### src/rtl/burst_sram_ctrl.sv
module burst_sram_ctrl #(
  parameter int DW = 32,
  parameter int AW = 6
) (
  input  logic            clk,
  input  logic            rst_n,
  input  logic            cke_n,
  input  logic            cs_n,
  input  logic            adv_ld_n,
  input  logic            we_n,
  input  logic [DW/8-1:0] bw_n,
  input  logic            oe_n,
  input  logic            sleep,
  input  logic [AW-1:0]   addr,
  input  logic [DW-1:0]   dq_in,
  output logic [DW-1:0]   dq_out,
  output logic            dq_oe
);
  localparam int LANES = DW / 8;
  localparam int DEPTH = 1 << AW;

  logic [DW-1:0] mem [DEPTH];

  logic          active, lock_wr;
  logic [AW-1:0] cur;
  logic          s1_v, s1_wr, s2_v, s2_wr;
  logic [AW-1:0] s1_a, s2_a;
  logic          rd_q;
  logic [DW-1:0] rdata_q;

  wire go = ~cke_n;
  wire [AW-1:0] nxt = {cur[AW-1:2], cur[1:0] + 2'd1};

  logic          c_v, c_wr, c_act;
  logic [AW-1:0] c_a;

  always_comb begin
    c_v   = 1'b0;
    c_wr  = lock_wr;
    c_a   = cur;
    c_act = 1'b0;
    if (!sleep) begin
      if (!adv_ld_n) begin
        if (!cs_n) begin
          c_v   = 1'b1;
          c_wr  = ~we_n;
          c_a   = addr;
          c_act = 1'b1;
        end
      end else if (active) begin
        c_v   = 1'b1;
        c_a   = nxt;
        c_act = 1'b1;
      end
    end
  end

  wire commit  = go & s2_v & s2_wr & ~sleep;
  wire rd_load = s1_v & ~s1_wr & ~sleep;

  logic [DW-1:0] fwd;
  always_comb begin
    fwd = mem[s1_a];
    if (commit && (s2_a == s1_a))
      for (int i = 0; i < LANES; i++)
        if (!bw_n[i]) fwd[8*i +: 8] = dq_in[8*i +: 8];
  end

  always_ff @(posedge clk or negedge rst_n) begin
    if (!rst_n) begin
      active  <= 1'b0;
      lock_wr <= 1'b0;
      cur     <= '0;
      s1_v    <= 1'b0;
      s1_wr   <= 1'b0;
      s1_a    <= '0;
      s2_v    <= 1'b0;
      s2_wr   <= 1'b0;
      s2_a    <= '0;
      rd_q    <= 1'b0;
      rdata_q <= '0;
    end else if (go) begin
      active  <= c_act;
      lock_wr <= c_wr;
      cur     <= c_a;
      s1_v    <= c_v;
      s1_wr   <= c_wr;
      s1_a    <= c_a;
      s2_v    <= s1_v;
      s2_wr   <= s1_wr;
      s2_a    <= s1_a;
      rd_q    <= rd_load;
      if (rd_load) rdata_q <= fwd;
    end
  end

  always_ff @(posedge clk) begin
    if (commit)
      for (int i = 0; i < LANES; i++)
        if (!bw_n[i]) mem[s2_a][8*i +: 8] <= dq_in[8*i +: 8];
  end

  assign dq_out = rdata_q;
  assign dq_oe  = rd_q & ~oe_n & ~sleep;

  p_stall_hold_r8: assert property (@(posedge clk) disable iff (!rst_n)
    cke_n |=> $stable(rd_q) && $stable(rdata_q) && $stable(s1_a) && $stable(cur));

  p_burst_wrap_r5: assert property (@(posedge clk) disable iff (!rst_n)
    (go && adv_ld_n && active && !sleep) |=>
      (cur[1:0] == $past(cur[1:0]) + 2'd1) && (cur[AW-1:2] == $past(cur[AW-1:2])));

  p_lock_dir_r6: assert property (@(posedge clk) disable iff (!rst_n)
    (go && adv_ld_n && active && !sleep) |=> (s1_wr == $past(lock_wr)) && s1_v);

  p_cont_desel_r7: assert property (@(posedge clk) disable iff (!rst_n)
    (go && adv_ld_n && !active) |=> !s1_v);

  p_write_hiz_r9: assert property (@(posedge clk) disable iff (!rst_n)
    (go && s1_v && s1_wr) |=> !dq_oe);

  p_sleep_off_r10: assert property (@(posedge clk) disable iff (!rst_n)
    sleep |-> !dq_oe);
endmodule

### config.mk
export PLATFORM = sky130hd
export DESIGN_NAME = burst_sram_ctrl
export DESIGN_NICKNAME = d
export VERILOG_FILES = /design/src/rtl/burst_sram_ctrl.sv
export SDC_FILE = /design/constraint.sdc
export NUM_CORES = 2
export LEC_CHECK = 0
export ABC_CLOCK_PERIOD_IN_PS = 4600
export BUFFER_PORTS_ARGS = -buffer_cell sky130_fd_sc_hd__buf_2
export CAP_MARGIN = 5
export CORE_UTILIZATION = 30
export CTS_BUF_LIST = sky130_fd_sc_hd__clkbuf_4 sky130_fd_sc_hd__clkbuf_8
export DETAILED_ROUTE_END_ITERATION = 16
export SETUP_SLACK_MARGIN = 0.1
export SLEW_MARGIN = 10
export SYNTH_ARGS = -nofsm -noshare
export SYNTH_HDL_FRONTEND = slang
export SYNTH_SLANG_ARGS = --single-unit
### constraint.sdc
create_clock -name clk -period 4.6 [get_ports clk]
set_clock_uncertainty 0.1 [all_clocks]
set_input_delay 0.92 -clock clk [delete_from_list [all_inputs] [get_ports clk]]
set_output_delay 0.92 -clock clk [all_outputs]
set_load 0.01 [all_outputs]
==> impl_metrics.prom <==
# TYPE chip_impl_metric gauge
chip_impl_metric{name="critPathMaxFanout",unit=""} 10
chip_impl_metric{name="total_power",unit="mW"} 46.5
chip_impl_metric{name="drt-vias-per-instance",unit=""} 5.17
chip_impl_metric{name="layout.nets",unit=""} 4320
chip_impl_metric{name="detail_route.first_pass.iterations",unit=""} 7
chip_impl_metric{name="dr.first_iter.drc_count",unit=""} 4736
chip_impl_info{name="worst_setup_path_start_kind",value="flip-flop"} 1
chip_impl_info{name="synth_top_family_by_area",value="multiplexers"} 1
chip_impl_metric{name="synthToLayoutAreaGrowth",unit="%"} 14.5
chip_impl_metric{name="synth_mux_area_frac",unit=""} 0.164
chip_impl_metric{name="synth_sequential_area_ratio",unit=""} 0.767
chip_impl_metric{name="post_synth_xor_area_fraction",unit=""} 0.000643
chip_impl_metric{name="io-pin-count",unit=""} 83
chip_impl_metric{name="synthDistinctLibCells",unit=""} 61
chip_impl_metric{name="syn_area_per_cell",unit="um^2"} 21.2
chip_impl_metric{name="effective_utilization_at_floorplan",unit=""} 0.302
chip_impl_metric{name="yosys.area_share.adder",unit=""} 0
chip_impl_metric{name="first_pass_grt_wire_length",unit="um"} 324000
chip_impl_metric{name="final_hold_viol_count",unit=""} 0
chip_impl_metric{name="groute.usage.overall",unit=""} 0.167
chip_impl_metric{name="largest_net_degree_at_the_start_of_global_routing",unit=""} 76
chip_impl_metric{name="cell_internal_pwr",unit="mW"} 33.5
chip_impl_metric{name="final.fill_count",unit=""} 25300
chip_impl_info{name="reg2reg_from",value="s2_a[2]$_DFFE_PN0N_"} 1
chip_impl_metric{name="clk_pwr_share",unit=""} 0.333
chip_impl_metric{name="die_h",unit="um"} 524
chip_impl_metric{name="critical_path_buf_inv_count",unit=""} 0
chip_impl_metric{name="gr-total-overflow",unit=""} 0
chip_impl_metric{name="share_of_flip_flops_with_an_asynchronous_set_or_reset",unit=""} 0.0234
chip_impl_metric{name="pwr_density_cell",unit="mW/mm^2"} 497
chip_impl_metric{name="number_of_pins_with_negative_max_slew_slack_in_the_final_report",unit=""} 0
chip_impl_metric{name="power.net_switching",unit="mW"} 13.1
chip_impl_metric{name="core_area",unit="mm^2"} 0.271
chip_impl_metric{name="timing.max_slew.rel_slack",unit=""} 0.169
chip_impl_metric{name="number_of_vias_in_the_routed_layout",unit=""} 41800
chip_impl_metric{name="htreeDepth",unit=""} 5
chip_impl_metric{name="synth_compound_gate_area_share",unit=""} 0.0234
chip_impl_info{name="synth-main-ff-cell",value="sky130_fd_sc_hd__edfxtp_1"} 1
chip_impl_metric{name="mappedNetlistArea",unit="mm^2"} 0.0818
chip_impl_metric{name="final.min_clock_period",unit="ns"} 3.77
chip_impl_metric{name="num_rows",unit=""} 191
chip_impl_metric{name="synthCells",unit=""} 3863
chip_impl_metric{name="max_freq",unit="GHz"} 0.265
chip_impl_info{name="tritoncts",value="built"} 1
chip_impl_metric{name="drtAntennaViolNets",unit=""} 0
chip_impl_info{name="rsz0062_at_grt",value="no"} 1
chip_impl_metric{name="yosys_warnings",unit=""} 0
chip_impl_info{name="status",value="finished, final reports clean"} 1
chip_impl_metric{name="critical_path_rt",unit="ns"} 5.13
chip_impl_info{name="worstHoldEndpoint",value="s1_a[2]$_DFFE_PN0P_"} 1
chip_impl_metric{name="post_synth_and_or_nand_nor_area_fraction",unit=""} 0.0289
chip_impl_metric{name="synth_edf_count",unit=""} 2048
chip_impl_metric{name="pwr-share-comb",unit=""} 0.202
chip_impl_metric{name="setup_viol_count_final",unit=""} 0
chip_impl_metric{name="drv.max_cap_violation_count",unit=""} 0
chip_impl_metric{name="number_of_antenna_violations_at_the_first_check_in_global_routing",unit=""} 36
chip_impl_metric{name="die-width",unit="um"} 524
chip_impl_metric{name="finalSetupTns",unit="ns"} 0
chip_impl_metric{name="seqPwrFrac",unit=""} 0.466
chip_impl_metric{name="die_area",unit="mm^2"} 0.275
chip_impl_info{name="min-delay-start",value="addr[2]"} 1
chip_impl_metric{name="period_share",unit=""} 0.821
chip_impl_metric{name="drt_wl_total",unit="um"} 231000
chip_impl_metric{name="post-dp-hpwl",unit="um"} 147000
chip_impl_metric{name="whs_path_depth",unit=""} 2
chip_impl_metric{name="tightest_slew",unit="ns"} 1.25
chip_impl_metric{name="path_clk_slew",unit="ns"} 0.07
chip_impl_info{name="critical_path.slowest_cell",value="sky130_fd_sc_hd__nor2_1"} 1
chip_impl_metric{name="power.leakage",unit="nW"} 29.0
chip_impl_metric{name="worst_skew_pair.late_latency",unit="ns"} 1.07
chip_impl_metric{name="final_layout_size_suffix_gt1_frac",unit=""} 0.295
chip_impl_metric{name="cts_buffer_depth",unit=""} 4
chip_impl_metric{name="cts_made_buffers",unit=""} 344
chip_impl_info{name="critPathCaptureType",value="flip-flop"} 1
chip_impl_info{name="largest_delay_share_family_worst_path",value="simple AND/OR/NAND/NOR gates"} 1
chip_impl_metric{name="synth-seq-cells",unit=""} 2097
chip_impl_metric{name="portBuffers",unit=""} 82
chip_impl_metric{name="rrSetupSlack",unit="ns"} 0.83
chip_impl_metric{name="vdd_ir_drop_max",unit="uV"} 409
chip_impl_metric{name="routability_congestion_estimate_from_global_placement",unit=""} 0.877
chip_impl_metric{name="critPathMaxStageDelay",unit="ns"} 0.95
chip_impl_info{name="crit-reg2reg-capture",value="mem[28][31]$_DFFE_PP_"} 1
chip_impl_info{name="clockRootBuffer",value="sky130_fd_sc_hd__clkbuf_8"} 1
chip_impl_metric{name="ff2ff_path_depth",unit=""} 3
chip_impl_info{name="hold_path_class",value="in -> reg"} 1
chip_impl_metric{name="remaining_drc_errors",unit=""} 0
chip_impl_metric{name="cts.sinks",unit=""} 2097
chip_impl_info{name="criticalPathCategory",value="reg -> reg"} 1
chip_impl_metric{name="switching_share_of_power",unit=""} 0.281
chip_impl_metric{name="wl_per_cell",unit="um"} 28.6
chip_impl_metric{name="synthesis.nets",unit=""} 3913
chip_impl_info{name="critical_path_cell_by_cell",value="nor3b_1 > nand2_1 > nor2_1"} 1
chip_impl_metric{name="post_cts.repair.setup_buffers",unit=""} 0
chip_impl_metric{name="cp_data_arrival_time",unit="ns"} 4.31
chip_impl_metric{name="first_global_vias",unit=""} 42400
==> cells in the mapped netlist, drive strengths merged, types with 2 or more instances <==
cell type,n,share of area
edfxtp,2048,0.75
mux4,511,0.14
nor2,298,0.014
mux2i,172,0.021
buf,147,0.012
nand2,124,0.0057
a22oi,85,0.0078
clkbuf,78,0.0036
a21oi,56,0.0034
dfrtp,49,0.015
nand3,34,0.0021
o21ai,32,0.0020
a211oi,31,0.0028
nor2b,27,0.0021
o22ai,23,0.0018
mux2,15,0.0021
and2,11,0.00084
a31oi,8,0.00061
nand2b,8,0.00061
nor3,8,0.00049
nor4,8,0.00061
a32oi,7,0.00075
nor3b,7,0.00064
o211ai,7,0.00064
o2111ai,6,0.00064
xnor2,6,0.00064
a2111oi,5,0.00054
a221oi,5,0.00054
and3,5,0.00038
nand4,5,0.00038
or3,4,0.00031
inv,3,0.00014
o32ai,3,0.00032
or2,3,0.00023
a221o,2,0.00024
and3b,2,0.00021
nor4bb,2,0.00024
o22a,2,0.00021
o31ai,2,0.00018
==> area by class of cell <==
class                   instances  area, um^2  area share
flip-flops and latches       2097       62700       0.670
multi-input cells            1537       17800       0.190
repair buffers                286        2230      0.0238
inverters                       4        16.3    0.000174
clock buffers                 458        5680      0.0607
diodes                         19        47.5    0.000508
clock inverters               120         664     0.00710
well taps                    3570        4470      0.0477
==> power groups by stage <==
stage	Sequential [mW]	Combinational [mW]	Clock, mW
CTS	21.7	9.42	15.7
detailed placement	22.1	9.40	0
global placement	22.1	9.36	0
floorplan	21.7	6.23	0
global route	21.7	9.77	16.5
finish	21.7	9.38	15.5
==> worst max path at each step <==
| stage | startpoint | end | cells after the start |
|---|---|---|---|
| after floorplan | cke_n | mem[25][10]$_DFFE_PP_ | 6 |
| after CTS | s2_a[2]$_DFFE_PN0N_ | mem[28][31]$_DFFE_PP_ | 3 |
| after global placement | cke_n | dq_out[12]$_DFFE_PN0P_ | 8 |
| after detailed placement | cke_n | dq_out[15]$_DFFE_PN0P_ | 9 |
| after global routing | s2_a[2]$_DFFE_PN0N_ | mem[28][31]$_DFFE_PP_ | 3 |
| final | s2_a[2]$_DFFE_PN0N_ | mem[28][31]$_DFFE_PP_ | 3 |
==> kinds of logic after synthesis <==
logic type	after synthesis
flip-flops	2097
multiplexers	698
AND/OR/NAND/NOR	550
AO/OA/AOI/OAI	283
buffers and inverters	229
XOR/XNOR	6
==> sequential cells by signal, summed over array words and instances, names as in the netlist <==
name	cells
dq_out	32
mem	2048
rd_q	1
s1_a	6
s1_v	1
s1_wr	1
s2_a	6
s2_v	1
s2_wr	1
==> routing by layer <==
metal  routed length, um  global-route usage
met5                 276                   0
met4               10400              0.0749
met3               21500              0.0464
met2              111000               0.269
met1               88700               0.210
==> through the flow <==
stage                     cells  setup slack (ns)  utilization  hold slack, ns  area (um^2)
final                      8091             0.825        0.345           0.129        93600
after floorplan            3863              1.50            -           0.342        81800
after global routing       8076             0.742        0.345          0.0682        93600
after global placement     7488             0.960        0.322           0.402        87200
after CTS                  8072              1.02        0.345          0.0411        93600
after detailed placement   7488             0.958        0.322           0.407        87200
==> placed cells by master (no fill, tap or decap), types with 7 or more instances in the layout <==
| cell type | instances |
|---|---|
| sky130_fd_sc_hd__diode_2 | 19 |
| sky130_fd_sc_hd__a31oi_1 | 8 |
| sky130_fd_sc_hd__buf_12 | 21 |
| sky130_fd_sc_hd__o21ai_1 | 10 |
| sky130_fd_sc_hd__nor4_1 | 7 |
| sky130_fd_sc_hd__and2_1 | 11 |
| sky130_fd_sc_hd__a21oi_1 | 56 |
| sky130_fd_sc_hd__clkinv_2 | 27 |
| sky130_fd_sc_hd__clkbuf_4 | 99 |
| sky130_fd_sc_hd__mux4_2 | 511 |
| sky130_fd_sc_hd__clkinv_1 | 82 |
| sky130_fd_sc_hd__o21ai_0 | 22 |
| sky130_fd_sc_hd__a32oi_1 | 7 |
| sky130_fd_sc_hd__buf_2 | 79 |
| sky130_fd_sc_hd__clkbuf_8 | 359 |
| sky130_fd_sc_hd__mux2_2 | 15 |
| sky130_fd_sc_hd__nand3_1 | 33 |
| sky130_fd_sc_hd__nor2b_1 | 23 |
| sky130_fd_sc_hd__edfxtp_1 | 2048 |
| sky130_fd_sc_hd__mux2i_1 | 172 |
| sky130_fd_sc_hd__nand2_1 | 124 |
| sky130_fd_sc_hd__nor3b_1 | 7 |
| sky130_fd_sc_hd__nor2_1 | 296 |
| sky130_fd_sc_hd__dfrtp_1 | 43 |
| sky130_fd_sc_hd__o22ai_1 | 23 |
| sky130_fd_sc_hd__buf_4 | 180 |
| sky130_fd_sc_hd__nor3_1 | 8 |
| sky130_fd_sc_hd__o211ai_1 | 7 |
| sky130_fd_sc_hd__a22oi_1 | 85 |
| sky130_fd_sc_hd__a211oi_1 | 31 |
==> repair_timing <==
item	CTS	global route
hold endpoints to repair	54	0
gates resized for setup	0	0
hold buffers	6	0
Note: power is estimated with default switching activity, not from simulation.
